File: src/rtl/acc8_pkg.sv
package acc8_pkg;

  localparam int DATA_W = 8;
  localparam int ADDR_W = 16;

  typedef logic [DATA_W-1:0] byte_t;
  typedef logic [ADDR_W-1:0] addr_t;

  typedef enum logic [7:0] {
    OP_NOP   = 8'h00,
    OP_LOAD  = 8'h01,
    OP_STORE = 8'h02,
    OP_A2R   = 8'h03,
    OP_R2A   = 8'h04,
    OP_JMP   = 8'h05,
    OP_JZ    = 8'h06,
    OP_JNZ   = 8'h07,
    OP_ADD   = 8'h08,
    OP_SUB   = 8'h09,
    OP_INC   = 8'h0A,
    OP_CLR   = 8'h0B,
    OP_AND   = 8'h0C,
    OP_OR    = 8'h0D,
    OP_XOR   = 8'h0E,
    OP_INV   = 8'h0F,
    OP_STOP  = 8'hFF
  } op_e;

  typedef enum logic [3:0] {
    S_FADR, S_FCAP, S_DEC,
    S_LOADR, S_LOCAP, S_HIADR, S_HICAP,
    S_RDADR, S_RDCAP, S_WR, S_STOP
  } state_e;

  // opcodes followed by a two-byte address
  function automatic logic has_operand(byte_t op);
    return (op == OP_LOAD) || (op == OP_STORE) || (op == OP_JMP) ||
           (op == OP_JZ) || (op == OP_JNZ);
  endfunction

  // opcodes that write the accumulator and refresh the zero flag
  function automatic logic is_arith(byte_t op);
    return (op >= OP_ADD) && (op <= OP_INV);
  endfunction

  function automatic byte_t alu_result(byte_t op, byte_t a, byte_t r);
    byte_t y;
    case (op)
      OP_ADD:  y = a + r;
      OP_SUB:  y = a - r;
      OP_INC:  y = a + byte_t'(1);
      OP_AND:  y = a & r;
      OP_OR:   y = a | r;
      OP_XOR:  y = a ^ r;
      OP_INV:  y = ~a;
      OP_R2A:  y = r;
      default: y = '0;
    endcase
    return y;
  endfunction

  function automatic logic branch_taken(byte_t op, logic zf);
    return (op == OP_JMP) || ((op == OP_JZ) && zf) || ((op == OP_JNZ) && !zf);
  endfunction

endpackage

File: src/rtl/acc8_alu.sv
module acc8_alu
  import acc8_pkg::*;
(
  input  logic [DATA_W-1:0] op,
  input  logic [DATA_W-1:0] acc,
  input  logic [DATA_W-1:0] aux,
  output logic [DATA_W-1:0] result,
  output logic              acc_wr,
  output logic              zf_upd
);

  always_comb begin
    result = alu_result(op, acc, aux);
    zf_upd = is_arith(op);
    acc_wr = is_arith(op) || (op == OP_R2A);
  end

endmodule

File: src/rtl/acc8_seq.sv
module acc8_seq
  import acc8_pkg::*;
(
  input  logic              clk,
  input  logic              rst,
  input  logic [DATA_W-1:0] op,
  output state_e            st
);

  state_e st_nx;

  always_comb begin
    st_nx = st;
    case (st)
      S_FADR:  st_nx = S_FCAP;
      S_FCAP:  st_nx = S_DEC;
      S_DEC: begin
        if (op == OP_STOP)        st_nx = S_STOP;
        else if (has_operand(op)) st_nx = S_LOADR;
        else                      st_nx = S_FADR;
      end
      S_LOADR: st_nx = S_LOCAP;
      S_LOCAP: st_nx = S_HIADR;
      S_HIADR: st_nx = S_HICAP;
      S_HICAP: begin
        if (op == OP_LOAD)       st_nx = S_RDADR;
        else if (op == OP_STORE) st_nx = S_WR;
        else                     st_nx = S_FADR;
      end
      S_RDADR: st_nx = S_RDCAP;
      S_RDCAP: st_nx = S_FADR;
      S_WR:    st_nx = S_FADR;
      S_STOP:  st_nx = S_STOP;
      default: st_nx = S_FADR;
    endcase
  end

  always_ff @(posedge clk) begin
    if (rst) st <= S_FADR;
    else     st <= st_nx;
  end

endmodule

File: src/rtl/acc8_core.sv
module acc8_core
  import acc8_pkg::*;
(
  input  logic              clk,
  input  logic              rst,
  output logic [ADDR_W-1:0] mem_addr,
  output logic [DATA_W-1:0] mem_wdata,
  output logic              mem_we,
  input  logic [DATA_W-1:0] mem_rdata,
  output logic              halted
);

  state_e st;
  addr_t  pc, ar;
  byte_t  ac, rx, ir, tr;
  logic   zf;

  byte_t  alu_y;
  logic   alu_acc_wr, alu_zf_upd;

  // named internal events
  logic   ev_fetch, ev_exec, ev_lo, ev_hi, ev_jump, ev_load;
  addr_t  opnd;

  acc8_seq u_seq (
    .clk (clk),
    .rst (rst),
    .op  (ir),
    .st  (st)
  );

  acc8_alu u_alu (
    .op     (ir),
    .acc    (ac),
    .aux    (rx),
    .result (alu_y),
    .acc_wr (alu_acc_wr),
    .zf_upd (alu_zf_upd)
  );

  always_comb begin
    ev_fetch = (st == S_FCAP);
    ev_exec  = (st == S_DEC);
    ev_lo    = (st == S_LOCAP);
    ev_hi    = (st == S_HICAP);
    ev_load  = (st == S_RDCAP);
    opnd     = {mem_rdata, tr};
    ev_jump  = ev_hi && branch_taken(ir, zf);
  end

  always_ff @(posedge clk) begin
    if (rst) begin
      pc <= '0;
      ar <= '0;
      ac <= '0;
      rx <= '0;
      ir <= '0;
      tr <= '0;
      zf <= 1'b0;
    end else begin
      if (ev_fetch) begin
        ir <= mem_rdata;
        pc <= pc + addr_t'(1);
      end
      if (ev_lo) begin
        tr <= mem_rdata;
        pc <= pc + addr_t'(1);
      end
      if (ev_hi) begin
        ar <= opnd;
        pc <= ev_jump ? opnd : pc + addr_t'(1);
      end
      if (ev_load) ac <= mem_rdata;
      if (ev_exec) begin
        if (alu_acc_wr)   ac <= alu_y;
        if (alu_zf_upd)   zf <= (alu_y == '0);
        if (ir == OP_A2R) rx <= ac;
      end
    end
  end

  always_comb begin
    mem_addr  = (st == S_RDADR || st == S_RDCAP || st == S_WR) ? ar : pc;
    mem_wdata = ac;
    mem_we    = (st == S_WR);
    halted    = (st == S_STOP);
  end

endmodule

File: config.mk
export PLATFORM = sky130hd
export DESIGN_NAME = acc8_core
export DESIGN_NICKNAME = d
export VERILOG_FILES = /design/src/rtl/acc8_pkg.sv /design/src/rtl/acc8_alu.sv /design/src/rtl/acc8_seq.sv /design/src/rtl/acc8_core.sv
export SDC_FILE = /design/constraint.sdc
export NUM_CORES = 1
export LEC_CHECK = 0
export ABC_AREA = 1
export BUFFER_PORTS_ARGS = -buffer_cell sky130_fd_sc_hd__buf_4
export CORE_UTILIZATION = 40
export CTS_CLUSTER_DIAMETER = 60
export DETAILED_ROUTE_END_ITERATION = 10
export PLACE_DENSITY = 0.68
export SETUP_SLACK_MARGIN = 0.1
export SKIP_LAST_GASP = 1
export SLEW_MARGIN = 20
export SYNTH_ARGS = -nofsm -noshare
export SYNTH_HDL_FRONTEND = slang
export SYNTH_SLANG_ARGS = --single-unit
File: constraint.sdc
create_clock -name clk -period 3.3 [get_ports clk]
set_input_delay 0.165 -clock clk [delete_from_list [all_inputs] [get_ports clk]]
set_output_delay 0.165 -clock clk [all_outputs]
set_load 0.01 [all_outputs]
==> metrics.txt <==
status=finished clean; RSZ-0062 raised after global routing=false; Worst slew margin=26.5%; fin crit share=88.5%; skew final=6.73 ps; Post-synth ARST share=0%; max_cap viols=0; Max stage delay on crit path=380 ps; placed instance area=4990 µm²; Synth area leader=dfxtp_1; initial antenna violation count=0; Synth top area share=29.9%; mean post-synth cell area=6.61 µm²; Post-synth EDFFs=0; most common cell in the synthesized netlist=nand2_1; Syn. warnings=0; Synth-to-Final Area Change=14.7%; Residual DRC=0; Wirelength per Cell=15.6 µm; final wirelength=13600 µm; core area=11000 µm²; fraction of layout cells with a size suffix above 1=14.1%; CTS Buffer Depth=2; max-slew violation count=0; PostCTS Resize Cnt=0; # IOs=36; CTS H-tree depth=3; Peak VDD IR=0.228 mV; WS Path Type=reg2reg; Initial DRT Pass Iterations=6; post-synth net total=735; post-DP HPWL=9790 µm; Setup-failing EPs final=0; # clock sinks=69; TritonCTS Buffers=9; CP endpoint kind=flip-flop; Synth cell types=47; placer's final routability congestion estimate=0.949; Total GRT Usage=23.6%; Power per Cell Area=446 nW/µm²; most common flop cell mapped by yosys=dfxtp_1; sequential fraction of the synthesis area=29.9%; # rows=38; Crit path top cell by count=nor2_1; Critical Path Start Type=flip-flop; setup bufs post-CTS=0; worst path required time=3580 ps; nets=764; Starting Density=41.9%; Worst EP arrival=3200 ps; die area=12000 µm²; clock-pin slew on the worst setup and hold paths=60 ps; CP max FO=25; leading cell types by count after synthesis=nand2_1 (111), o21ai_0 (86), inv_1 (79), nor2_1 (76), dfxtp_1 (69); post-layout util=48.0%; Port-buffer cells=35; post-route ant nets=0; Leak=2.42 nW; vias=4816; root buf cell=clkbuf_16; CTS tree=done; min Tclk post-route=2920 ps; synthesized cell area=4620 µm²; Worst path slowest cell=ha_1; largest net degree at the start of global routing=37; Horiz. Die Dim=109 µm; vias per cell=5.52; worst-margin pin slew=1100 ps; highest clock rate=342 MHz; first-pass GRT wire length=21800 µm; design area=5290 µm²; global route overflow=0; Die H=109 µm; Initial DRC Count=318; vias in the first global route=4253; Clock Latency Late Sink=340 ps; largest cells by area after synthesis=dfxtp_1 (30%), o21ai_0 (9.3%), nand2_1 (9.0%), nand3_1 (7.3%), ha_1 (6.8%); final hold vios=0; cells along the critical path=nor2_1 -> nand2_2 -> inv_8 -> nand3_1 -> or2_2 -> nand3_1 -> o21ai_0 -> ha_1 -> xnor2_1 -> nand3_1 -> nand3_1 -> nor2_1 -> nand2_1 -> nor2_1 -> nand4_1 -> nor2_1 -> nor2_1 -> nor2_1; setup TNS=0 ps; Inserted Diodes=0; Hold Buf Count CTS=0; Post-Synthesis Cells=699; HP Class=in2reg; number of synthesized register bits=69
-- final cells by class --
cell class | instances | area, µm²
Clock buffer | 10 | 239
Clock inverter | 5 | 60.1
Fill cell | 1132 | 5740
Inverter | 96 | 368
Multi-Input combinational cell | 508 | 2740
Sequential cell | 69 | 1380
Tap cell | 140 | 175
Timing Repair Buffer | 44 | 330
-- logic make-up (layout without fill, tap and decap cells) --
group	Yosys count	count (layout)	synth area share, %
adder cells (fa/ha/maj)	26	26	7.21
multiplexers	4	4	0.976
AND/OR/NAND/NOR	298	298	29.5
AO/OA/AOI/OAI	172	172	20.2
XOR/XNOR	8	8	1.52
buffers and inverters	122	155	10.7
flip-flops	69	69	29.9
-- cell usage in the layout (no fill, tap or decap), types with 6 or more instances in the layout --
| cell type | netlist | layout |
|---|---|---|
| a21oi_1 | 57 | 57 |
| buf_4 | 2 | 44 |
| clkbuf_16 | 0 | 9 |
| dfxtp_1 | 69 | 69 |
| ha_1 | 25 | 25 |
| inv_1 | 79 | 79 |
| inv_2 | 15 | 15 |
| nand2_1 | 111 | 111 |
| nand2_2 | 6 | 6 |
| nand3_1 | 67 | 67 |
| nand3b_1 | 6 | 6 |
| nand4_1 | 8 | 8 |
| nor2_1 | 76 | 76 |
| nor2_2 | 8 | 8 |
| o21ai_0 | 86 | 86 |
| xor2_1 | 7 | 7 |
-- power breakdown --
part           internal [mW]  leakage (nW)  switching, mW
sequential             0.883         0.560         0.0542
combinational          0.143          1.71          0.290
clock                  0.604         0.145          0.388
total                   1.63          2.42          0.732
-- registers in the layout (all words and copies together), names as in the netlist --
register	cells
u_seq.st	4
tr	8
pc	16
zf	1
ir	8
mem_wdata	8
ar	16
rx	8
-- critical path: cells and delay by family (launching register included) --
family          cells  cell delay (ps)
simple gates       14             1720
fa+ha+maj           1              380
flops               1              330
buf+inv             1              170
xor+xnor            1              160
compound gates      1              100
-- through the flow --
stage	setup slack (ps)	total power, mW	instances	hold WS, ps
3_5_place_dp	363	1.37	857	464
3_3_place_gp	491	1.36	857	457
5_1_grt	126	2.47	872	116
2_1_floorplan	702	1.25	699	243
6_report	380	2.36	872	113
4_1_cts	335	2.36	872	108
-- final timing paths --
kind	startpoint	endpoint	slack (ps)	cells after the start
max	ir[4]	zf	380	18
min	rst	zf	110	2
max reg2reg	ir[4]	zf	380	18
min reg2reg	ar[6]	ar[6]	470	2
-- routing by layer --
| metal | global-route usage [%] | up-vias | wire (µm) |
|---|---|---|---|
| met4 | 6.10 | 0 | 184 |
| met3 | 5.39 | 18 | 915 |
| li1 | - | 2390 | - |
| met5 | 0 | - | 0 |
| met1 | 33.7 | 2245 | 6480 |
| met2 | 35.6 | 163 | 6060 |
Power figures use the tool's default switching activity.
